`src/rtl/secded_pkg.sv`:
```
package secded_pkg;
  typedef enum logic [1:0] {
    ERR_NONE  = 2'b00,
    ERR_FIXED = 2'b01,
    ERR_FATAL = 2'b10
  } err_e;

  // smallest p with 2^p >= dw + p + 1
  function automatic int hamming_bits(input int dw);
    int p;
    p = 1;
    while ((1 << p) < dw + p + 1) p++;
    return p;
  endfunction

  function automatic bit is_pow2(input int v);
    return (v != 0) && ((v & (v - 1)) == 0);
  endfunction
endpackage

```
`src/rtl/secded_enc.sv`:
```
module secded_enc import secded_pkg::*; #(
  parameter int DATA_W = 8,
  localparam int P  = hamming_bits(DATA_W),
  localparam int N  = DATA_W + P,
  localparam int CW = N + 1
) (
  input  logic [DATA_W-1:0] data_i,
  output logic [CW-1:0]     code_o
);
  logic [N:1] h;

  always_comb begin
    int k;
    h = '0;
    k = 0;
    for (int pos = 1; pos <= N; pos++) begin
      if (!is_pow2(pos)) begin
        h[pos] = data_i[k];
        k++;
      end
    end
    // each check bit covers the positions whose index has bit i set
    for (int i = 0; i < P; i++) begin
      logic b;
      b = 1'b0;
      for (int pos = 1; pos <= N; pos++)
        if (((pos >> i) & 1) == 1) b = b ^ h[pos];
      h[1 << i] = b;
    end
    code_o = {h, ^h};
  end
endmodule

```
`src/rtl/secded_dec.sv`:
```
module secded_dec import secded_pkg::*; #(
  parameter int DATA_W = 8,
  localparam int P  = hamming_bits(DATA_W),
  localparam int N  = DATA_W + P,
  localparam int CW = N + 1
) (
  input  logic [CW-1:0]     code_i,
  output logic [DATA_W-1:0] data_o,
  output logic [CW-1:0]     fixed_o,
  output err_e              err_o
);
  logic [P-1:0]  syn;
  logic          odd;
  logic [CW-1:0] flip;

  always_comb begin
    syn = '0;
    for (int i = 0; i < P; i++)
      for (int pos = 1; pos <= N; pos++)
        if (((pos >> i) & 1) == 1) syn[i] = syn[i] ^ code_i[pos];
    odd = ^code_i;
  end

  always_comb begin
    int idx;
    idx   = int'(syn);
    flip  = '0;
    err_o = ERR_NONE;
    if (odd) begin
      // zero syndrome with odd weight: the overall parity bit itself flipped
      if (idx == 0) begin
        flip[0] = 1'b1;
        err_o   = ERR_FIXED;
      end else if (idx <= N) begin
        flip[idx] = 1'b1;
        err_o     = ERR_FIXED;
      end else begin
        err_o = ERR_FATAL;
      end
    end else if (idx != 0) begin
      err_o = ERR_FATAL;
    end
    fixed_o = code_i ^ flip;
  end

  always_comb begin
    int k;
    data_o = '0;
    k = 0;
    for (int pos = 1; pos <= N; pos++) begin
      if (!is_pow2(pos)) begin
        data_o[k] = fixed_o[pos];
        k++;
      end
    end
  end
endmodule

```
`src/rtl/secded_reg.sv`:
```
module secded_reg import secded_pkg::*; #(
  parameter int DATA_W = 8
) (
  input  logic              clk_i,
  input  logic              rst_ni,
  input  logic              ce_i,
  input  logic [DATA_W-1:0] data_i,
  output logic [DATA_W-1:0] data_o,
  output logic [1:0]        err_o
);
  localparam int P  = hamming_bits(DATA_W);
  localparam int CW = DATA_W + P + 1;

  logic [CW-1:0] stored_q;
  logic [CW-1:0] wr_code;
  logic [CW-1:0] fixed;
  err_e          status;

  secded_enc #(.DATA_W(DATA_W)) u_enc (
    .data_i (data_i),
    .code_o (wr_code)
  );

  secded_dec #(.DATA_W(DATA_W)) u_dec (
    .code_i  (stored_q),
    .data_o  (data_o),
    .fixed_o (fixed),
    .err_o   (status)
  );

  // external write wins over scrub write-back
  always_ff @(posedge clk_i or negedge rst_ni) begin
    if (!rst_ni)                 stored_q <= '0;
    else if (ce_i)               stored_q <= wr_code;
    else if (status == ERR_FIXED) stored_q <= fixed;
  end

  assign err_o = status;

  // a write always lands clean, even over a pending repair
  p_write_clean_r2: assert property (@(posedge clk_i) disable iff (!rst_ni)
    ce_i |=> (err_o == ERR_NONE && data_o == $past(data_i)));

  p_scrub_r6: assert property (@(posedge clk_i) disable iff (!rst_ni)
    (!ce_i && err_o == ERR_FIXED) |=> (err_o == ERR_NONE && data_o == $past(data_o)));

  p_double_hold_r7: assert property (@(posedge clk_i) disable iff (!rst_ni)
    (!ce_i && err_o == ERR_FATAL) |=> (err_o == ERR_FATAL));

  p_no_code3_r9: assert property (@(posedge clk_i) disable iff (!rst_ni)
    err_o != 2'b11);
endmodule

```
`config.mk`:
```
export PLATFORM = sky130hd
export DESIGN_NAME = secded_reg
export DESIGN_NICKNAME = d
export VERILOG_FILES = /design/src/rtl/secded_pkg.sv /design/src/rtl/secded_enc.sv /design/src/rtl/secded_dec.sv /design/src/rtl/secded_reg.sv
export SDC_FILE = /design/constraint.sdc
export NUM_CORES = 1
export LEC_CHECK = 0
export BUFFER_PORTS_ARGS = -buffer_cell sky130_fd_sc_hd__buf_4
export CORE_UTILIZATION = 45
export DETAILED_ROUTE_END_ITERATION = 8
export PLACE_DENSITY = 0.75
export SYNTH_ARGS = -nofsm -noshare
export SYNTH_HDL_FRONTEND = slang
export SYNTH_SLANG_ARGS = --single-unit
```
`constraint.sdc`:
```
create_clock -name clk_i -period 2.44 [get_ports clk_i]
set_clock_uncertainty 0.05 [all_clocks]
set_input_delay 0.244 -clock clk_i [delete_from_list [all_inputs] [get_ports clk_i]]
set_output_delay 0.244 -clock clk_i [all_outputs]
set_load 0.05 [all_outputs]
```
==> results.ini, run 1 <==
[logic_synthesis]
avgSynthCellArea_um2 = 8.836
synth-warning-count = 0
synth_cells = 162
netlist_area_um2 = 1431
synth_cell_types = 36
ys_seq_area_frac = 0.2273
ys_seq_elements = 13
synth_nets = 173

[clock_network]
cts-root-buf = clkbuf_4
cts_buffers = 3
clkTransAtPathRegs_ns = 0.10
clkSinkCount = 13
clk_latency_ns = 0.31
htreeDepth = 1
cts_tree = yes
clock_path_buffers = 2

[layout]
fillers = 173
fin_util = 0.8054
final_nets = 241
drive_gt1_frac = 0.5633
top_register = stored_q
largest_reg_flops = 13
synthToLayoutAreaGrowth_pct = 70.37
reg.largest.list = stored_q (13)
num_antenna_cells = 0

[sta]
worst_pin_slew_ns = 0.4542
min_period_ns = 2.676
finalMaxSlewViolations = 0
max_freq_ghz = 0.3737
period_share = 1.097
setup_viol = 10
setup_slack_ns = -0.2358
slew_headroom = 0.6950
rsz0062_at_grt = yes
timing.final.hold_violations = 0

[die]
io_pins = 21
num_rows = 20
die_y_um = 58.40
core_um2 = 3028
start_util = 0.4727
die_width_um = 58.40
die_area_um2 = 3411

[drt]
drc = 0
viasPerCell = 6.022
routedWlPerCell_um = 21.05
drt-initial-drc-count = 87
num_vias = 1644
antenna_left = 0
routed_wirelength_um = 5747
drt-pass1-iter-count = 4

[worst_setup_path]
startpoint_type = flip-flop
cpPeakStageDelay_ns = 0.56
crit_type = reg -> out
endpoint_kind = output pin
reg2reg_depth = 6
worstPathRequired_ns = 2.15
r2r_start = stored_q[3]
arrival_ns = 2.38
crit_family = XOR/XNOR gates
path_cells = xnor2_4 > xnor2_2 > or4_4 > a21boi_4 > xor2_2 > buf_6
ff2ff_setup_slack_ns = 0.11
cp_slowest_cell = or4_4
path_buf_inv = 1
worstPathMaxFanout = 4
regToRegEndpoint = stored_q[6]

[placement]
pre_cts_ws_ns = 0.02166
routabilityCongestion = 0.8735
dp_hpwl_um = 2958
port_buffers = 20

[worst_hold_path]
hold_end = stored_q[10]
min_path_cells = 3
min_path_type = in -> reg
min_from = data_i[5]

[run_status]
status = complete, but fails checks
violations = setup timing

[global_route]
grt_overflow = 0
grt_pass1_vias = 1585
grt_usage = 0.3182
grt_pass1_wl_um = 7900
grt_max_degree = 39
antenna_found_initial = 0

[job]
maxCapViolCount = 0

metal layers:
layer  GRT usage  up-vias  share of wire
met3     0.06813       27          0.066
met4      0.1701        0          0.047
li1            -      707              -
met5           0        -              0
met2      0.5698       98           0.50
met1      0.3519      812           0.38
cells by family (layout without fill, tap and decap cells):
family	Yosys count	after routing	share of synthesized area
compound gates	43	43	0.2273
xor+xnor	43	43	0.3138
buf+inv	9	76	0.02622
flops	13	13	0.2273
simple gates	54	54	0.2054
synthesized netlist by cell type:
library cell   n  share of area
a211oi_1       1         0.0052
buf_2          3          0.010
o211ai_1      20           0.10
a31oi_1        1         0.0044
and4_1         3          0.018
xor2_1        13          0.080
o21a_1         7          0.037
a21boi_1       3          0.016
xor3_1         1          0.017
a21oi_1        1         0.0035
and2_1         1         0.0044
a221oi_1       1         0.0061
or4_4          1         0.0079
nand3_1        1         0.0035
clkbuf_1       6          0.016
and2_0         1         0.0044
o31ai_1        1         0.0052
o2111a_1       1         0.0079
o21ai_0        1         0.0035
xnor2_2        2          0.023
a221o_1        1         0.0070
xor2_2         2          0.023
nand2b_1      10          0.044
nand2_1       14          0.037
nor2b_1        2         0.0087
nand4_1        1         0.0044
xnor3_1        2          0.031
o21ai_1        3          0.010
dfrtp_1       13           0.23
a2111oi_2      1          0.010
a41oi_1        1         0.0061
nor4_1         1         0.0044
nor4_2         3          0.026
nor2_1        15          0.039
nor3_1         1         0.0035
xnor2_1       23           0.14
area by class of cell:
cell class                 count  area (µm²)  area share
multi-input combinational    140        1415      0.5803
timing repair buffer          72       606.8      0.2488
sequential                    13       335.3      0.1375
tap                           44       55.05     0.02258
clock buffer                   4       26.28     0.01077
metrics by stage:
stage                     cell area (µm²)  std cells  hold slack, ns  setup TNS [ns]
after detailed placement             1831        240         0.05580               0
after global placement               1831        240         0.05381               0
final                                2439        273          0.1508          -1.271
after CTS                            2268        266          0.1380          -1.039
after global routing                 2439        273          0.1631          -2.027
after floorplan                      1490        162         -0.1016         -0.7117
worst max-delay path by stage:
stage	start	to	cells past startpoint
floorplan	stored_q[9]	data_o[1]	5
CTS	stored_q[11]	data_o[3]	7
detailed placement	stored_q[3]	data_o[3]	6
global placement	stored_q[3]	data_o[3]	6
finish	stored_q[3]	data_o[3]	6
global route	stored_q[3]	data_o[3]	7
worst reg2reg max path, cell delays in order, from the launching register on:
cell and delay, ns:
dfrtp_2 0.50, xnor2_4 0.28, xnor2_2 0.15, or4_4 0.56, buf_4 0.18, a2111oi_4 0.35, a221o_1 0.17
timing repair:
item	in CTS	in global routing
hold buffers	1	0
setup endpoints to repair	10	11
setup buffers	21	7
endpoints found under the hold margin	13	0
gates resized for setup	52	18
pin swaps	20	15
placed cells by master, fill, tap and decap left out, types with 2 or more instances in the layout:
cell / n
nor2_2: 2
nor2b_1: 2
xor2_2: 8
xor2_4: 3
o211ai_1: 20
o21a_4: 4
o21ai_1: 2
buf_6: 17
xnor2_2: 8
nor4_4: 3
xor2_1: 4
nand2_1: 14
o21a_1: 3
xnor2_1: 14
clkbuf_4: 3
buf_4: 54
xnor2_4: 3
nand2b_1: 10
dfrtp_1: 5
a21boi_4: 2
nor2_1: 12
dfrtp_2: 8
Power of run 1 is left out: the tool's default activity adds up to more than one toggle a clock period on the data nets, which glitch-free logic cannot reach.
==> run 2, diff against run 1 <==
--- a/config.mk
+++ b/config.mk
@@ -6,9 +6,9 @@
 export NUM_CORES = 1
 export LEC_CHECK = 0
 export BUFFER_PORTS_ARGS = -buffer_cell sky130_fd_sc_hd__buf_4
-export CORE_UTILIZATION = 45
+export CORE_UTILIZATION = 53
 export DETAILED_ROUTE_END_ITERATION = 8
-export PLACE_DENSITY = 0.75
+export PLACE_DENSITY = 0.85
 export SYNTH_ARGS = -nofsm -noshare
 export SYNTH_HDL_FRONTEND = slang
 export SYNTH_SLANG_ARGS = --single-unit
==> run 2 against run 1 <==
  * The flow still finishes with violations (setup timing)
  * Hold slack got worse by 0.0012 ns
  * First-iteration DRC count rose by 68%
  * Utilization up 14 points
  * Clock-buffer cell count stayed put
  * Via count is 9.1% higher
  * Global-route usage grew 9.7 points
  * Final cell count is 5.9% lower
  * Critical path type unchanged
==> results.ini, run 2 (synthesized netlist as in run 1, its figures left out) <==
[layout]
synthToLayoutAreaGrowth_pct = 66.43
layout.cells.most_common = buf_4
reg.largest.list = stored_q (13)
largest_reg_flops = 13  ; unchanged
num_antenna_cells = 0  ; unchanged
top_register = stored_q
final_nets = 239  ; -0.83%
fin_util = 0.9444  ; +0.1391
layout_common_cells = buf_4 (54), o211ai_1 (20), xnor2_1 (15), buf_6 (15), nand2_1 (13)
drive_gt1_frac = 0.5595  ; -0.003847

[die]
core_um2 = 2522  ; -17%
die_area_um2 = 2913  ; -15%
die_width_um = 53.97  ; -7.6%
start_util = 0.5675  ; +0.09473
die_y_um = 53.97  ; -7.6%
num_rows = 18  ; -10%
io_pins = 21  ; unchanged

[drt]
num_vias = 1794  ; +9.1%
viasPerCell = 6.981  ; +16%
drc = 0  ; unchanged
drt-initial-drc-count = 146  ; +68%
antenna_left = 0  ; unchanged
routed_wirelength_um = 6825  ; +19%
drt-met1-wl_um = 2278  ; +3.0%
wl_met3_um = 820  ; +120%
dr.max_layer_used = met4
routedWlPerCell_um = 26.56  ; +26%
drt-pass1-iter-count = 5  ; +1
met2_length_um = 3170  ; +9.8%

[global_route]
grt_max_degree = 39  ; unchanged
grt_pass1_wl_um = 8204  ; +3.8%
antenna_found_initial = 0  ; unchanged
grt_usage = 0.4156  ; +0.09736
grt_pass1_vias = 1607  ; +1.4%
grt_overflow = 0  ; unchanged

[worst_setup_path]
cp_slowest_cell = dfrtp_2
reg2reg_depth = 7  ; +1
path_cells = xnor2_4 > xor2_2 > buf_6 > nor4_2 > buf_4 > o21a_1 > xor2_2 > buf_6
arrival_ns = 2.54  ; +0.16 ns
regToRegEndpoint = stored_q[6]
cpPeakStageDelay_ns = 0.51  ; -0.05 ns
endpoint_kind = output pin
path_buf_inv = 3  ; +2
ff2ff_setup_slack_ns = 0.10  ; about the same
r2r_start = stored_q[7]
startpoint_type = flip-flop
worstPathRequired_ns = 2.15  ; about the same
crit_type = reg -> out
worstPathMaxFanout = 5  ; +1
crit_family = XOR/XNOR gates

[worst_hold_path]
min_path_cells = 2  ; -1
hold_end = stored_q[6]
min_from = data_i[2]
min_path_type = in -> reg

[sta]
setup_tns_ns = -2.763  ; -1.492 ns
timing.final.hold_violations = 0  ; unchanged
finalMaxSlewViolations = 0  ; unchanged
setup_viol = 10  ; unchanged
rsz0062_at_grt = yes
slew_headroom = 0.6395  ; -0.05554
worst_pin_slew_ns = 0.5369  ; +0.08272 ns
min_period_ns = 2.834  ; +0.1579 ns
period_share = 1.161  ; +0.06473
max_freq_ghz = 0.3529  ; -5.6%
setup_slack_ns = -0.3937  ; -0.1579 ns

[run_status]
violations = setup timing
status = complete, but fails checks

[clock_network]
clk_latency_ns = 0.32  ; about the same
htreeDepth = 1  ; unchanged
cts-root-buf = clkbuf_4
clock_path_buffers = 2  ; unchanged
cts_tree = yes
clkTransAtPathRegs_ns = 0.11  ; about the same
cts_buffers = 3  ; unchanged
clkSinkCount = 13  ; unchanged

[job]
maxCapViolCount = 0  ; unchanged

[placement]
port_buffers = 20  ; unchanged
dp_hpwl_um = 2935  ; -0.78%
routabilityCongestion = 0.9313  ; +6.6%

run 2: final cells by class:
| cell class | instances | area, µm² |
|---|---|---|
| Timing Repair Buffer | 70 | 584.3 |
| Multi-Input combinational cell | 140 | 1399 |
| Clock buffer | 4 | 26.28 |
| Fill cell | 67 | 140.1 |
| Tap cell | 30 | 37.54 |
| Sequential cell | 13 | 335.3 |
run 2: worst reg2reg max path: cells and delay by family (launching register included):
| kind | cells | cell delay, ns |
|---|---|---|
| compound gates | 2 | 0.54 |
| flops | 1 | 0.49 |
| xor+xnor | 2 | 0.36 |
| buf+inv | 2 | 0.33 |
| simple gates | 1 | 0.51 |
run 2: how the worst max path moves through the flow:
stage	start	to	slack, ns	cells after the start
6_report	stored_q[6]	data_o[5]	-0.39	8
3_5_place_dp	stored_q[9]	data_o[6]	0.007	7
3_3_place_gp	stored_q[11]	data_o[4]	0.07	7
5_1_grt	stored_q[6]	data_o[5]	-0.40	8
4_1_cts	stored_q[11]	data_o[3]	-0.18	6
2_1_floorplan	stored_q[9]	data_o[1]	-0.18	5
run 2: routing by layer:
layer / up-vias / global-route usage
li1: 709 / -
met1: 844 / 0.4965
met2: 177 / 0.6790
met3: 64 / 0.09040
met4: 0 / 0.2479
met5: - / 0
run 2: through the flow:
step | area, µm² | hold WS, ns | worst slack, ns | std cells
2_1_floorplan | 1490 | -0.1016 | -0.1799 | 162
3_3_place_gp | 1821 | 0.05237 | 0.07187 | 227
3_5_place_dp | 1821 | 0.05517 | 0.007097 | 227
4_1_cts | 2141 | 0.1295 | -0.1761 | 245
5_1_grt | 2382 | 0.1524 | -0.4025 | 257
6_report | 2382 | 0.1496 | -0.3937 | 257
run 2: repair_timing:
| action | 4_1_cts | 5_1_grt |
|---|---|---|
| endpoints found under the setup margin | 10 | 10 |
| endpoints found under the hold margin | 13 | 0 |
| resized for setup | 41 | 27 |
| pin swaps | 15 | 13 |
| hold buffers | 1 | 0 |
| buffers inserted | 13 | 12 |
Power of run 2 is left out for the same reason.
==> run 3, diff against run 2 <==
--- a/config.mk
+++ b/config.mk
@@ -6,6 +6,7 @@
 export NUM_CORES = 1
 export LEC_CHECK = 0
 export BUFFER_PORTS_ARGS = -buffer_cell sky130_fd_sc_hd__buf_4
+export CORE_ASPECT_RATIO = 0.7
 export CORE_UTILIZATION = 53
 export DETAILED_ROUTE_END_ITERATION = 8
 export PLACE_DENSITY = 0.85
==> run 3 against run 2 <==
  * The flow still finishes with violations (setup timing)
  * Non-clock buffer count is 5 lower
  * Final cell count shrank 0.39%
  * Design area down 0.21%
  * Wire length up 1.1%
  * Global-route usage shrank 0.71 points
  * Via count up 1.3%
  * Critical path depth down 1
  * First-iteration DRC count up 62%
  * Utilization increased by 0.083 points
  * Critical endpoint is now data_o[3]
  * Largest cell class unchanged
==> results.ini, run 3 (synthesized netlist as in run 1, its figures left out) <==
[layout]
layout_common_cells = buf_4 (44), o211ai_1 (20), buf_6 (20), xnor2_1 (16), nand2_1 (13)
final_cells = 256  ; -0.39%
reg.largest.list = stored_q (13)
fin_util = 0.9453  ; about the same
drive_gt1_frac = 0.5405  ; -0.01893
num_antenna_cells = 0  ; unchanged
final_nets = 234  ; -2.1%
synthToLayoutAreaGrowth_pct = 66.08
layout.cells.most_common = buf_4
top_register = stored_q
largest_reg_flops = 13  ; unchanged

[worst_setup_path]
path_cells = xor2_1 > xnor3_2 > nor2_4 > buf_4 > a21boi_4 > xor2_2 > buf_6
cpPeakStageDelay_ns = 0.54  ; +0.03 ns
cp_slowest_cell = xnor3_2
worstPathRequired_ns = 2.15  ; about the same
worstPathMaxFanout = 4  ; -1
startpoint_type = flip-flop
endpoint_kind = output pin
crit_type = reg -> out
arrival_ns = 2.44  ; -0.10 ns

[drt]
drc = 0  ; unchanged
drt-initial-drc-count = 237  ; +62%
routedWlPerCell_um = 26.96  ; +1.5%
drt-pass1-iter-count = 5  ; unchanged
viasPerCell = 7.102  ; +1.7%
routed_wirelength_um = 6901  ; +1.1%
num_vias = 1818  ; +1.3%
antenna_left = 0  ; unchanged

[die]
core_um2 = 2515  ; -0.30%
die_y_um = 45.48  ; -16%
num_rows = 15  ; -3
die_width_um = 64.12  ; +19%
die_area_um2 = 2916  ; +0.11%
start_util = 0.5692  ; +0.001694
io_pins = 21  ; unchanged

[global_route]
grt_usage = 0.4085  ; -0.007079
grt_pass1_vias = 1605  ; -0.12%
antenna_found_initial = 0  ; unchanged
grt_max_degree = 39  ; unchanged
grt_overflow = 0  ; unchanged
grt_pass1_wl_um = 8411  ; +2.5%

[sta]
slew_headroom = 0.6351  ; -0.004420
finalMaxSlewViolations = 0  ; unchanged
rsz0062_at_grt = yes
period_share = 1.121  ; -0.04021
setup_viol = 10  ; unchanged
worst_pin_slew_ns = 0.5435  ; +0.006582 ns
timing.final.hold_violations = 0  ; unchanged
max_freq_ghz = 0.3656  ; +3.6%
min_period_ns = 2.736  ; -0.09811 ns
setup_slack_ns = -0.2956  ; +0.09811 ns

[clock_network]
clock_path_buffers = 2  ; unchanged
clkSinkCount = 13  ; unchanged
clk_latency_ns = 0.26  ; -0.06 ns
cts-root-buf = clkbuf_8
htreeDepth = 1  ; unchanged
clkTransAtPathRegs_ns = 0.07  ; -0.04 ns
cts_buffers = 3  ; unchanged
cts_tree = yes

[placement]
pre_cts_ws_ns = -0.01926  ; -0.02636 ns
port_buffers = 20  ; unchanged
routabilityCongestion = 0.9378  ; +0.70%
dp_hpwl_um = 3268  ; +11%
dp_cells = 232  ; +2.2%

[worst_hold_path]
min_path_type = in -> reg

[job]
maxCapViolCount = 0  ; unchanged

[run_status]
status = complete, but fails checks
violations = setup timing

-- run 3: cell types whose count changed in the layout (fill, tap and decap cells not counted), sizes merged --
cell / previous run / this run
buf: 69 / 64
-- run 3: layout make-up --
class,instances,area (µm²)
well taps,34,42.54
clock buffers,4,45.04
multi-input cells,140,1389
flip-flops and latches,13,335.3
repair buffers,65,565.5
fillers,68,137.6
-- run 3: timing repair --
item	CTS	global route
resized for setup	48	25
endpoints found under the hold margin	13	0
setup buffers	12	9
endpoints found under the setup margin	10	10
hold buffers	1	0
pin swaps	11	19
-- run 3: per-layer routing --
metal / vias to the layer above / GRT usage / routed length (µm)
met5: - / 0 / 0
met4: 0 / 0.1778 / 583
met3: 83 / 0.1250 / 917
met2: 201 / 0.6745 / 2952
met1: 836 / 0.5079 / 2447
li1: 698 / - / -
-- run 3: stage by stage --
step	hold WS (ns)	instance area, µm²	setup TNS [ns]
final	0.1905	2377	-1.820
after floorplan	-0.1016	1490	-0.7117
after global routing	0.2152	2377	-2.104
after detailed placement	0.05950	1833	-0.01926
after global placement	0.05678	1833	0
after CTS	0.2000	2173	-0.4603
-- run 3: path summary, 6_finish.rpt --
path / endpoint / slack, ns / cells past startpoint / start
worst max-delay path: data_o[3] / -0.30 / 7 / stored_q[3]
worst min-delay path: stored_q[11] / 0.19 / 3 / data_i[6]
worst max register to register: stored_q[3] / 0.19 / 8 / stored_q[3]
worst min register to register: stored_q[2] / 0.66 / 2 / stored_q[2]
max in group asynchronous: stored_q[7] / 1.81 / 2 / rst_ni
min in group asynchronous: stored_q[12] / 0.33 / 2 / rst_ni
-- run 3: worst max-delay path, delay by kind of cell, from the launching register on --
kind	cells	cell delay [ns]
xor gates and xnor gates	3	0.97
DFF	1	0.50
buffers and inverters	2	0.32
AOI/OAI and AO/OA	1	0.23
and+or+nand+nor	1	0.16
Power of run 3 is left out for the same reason.
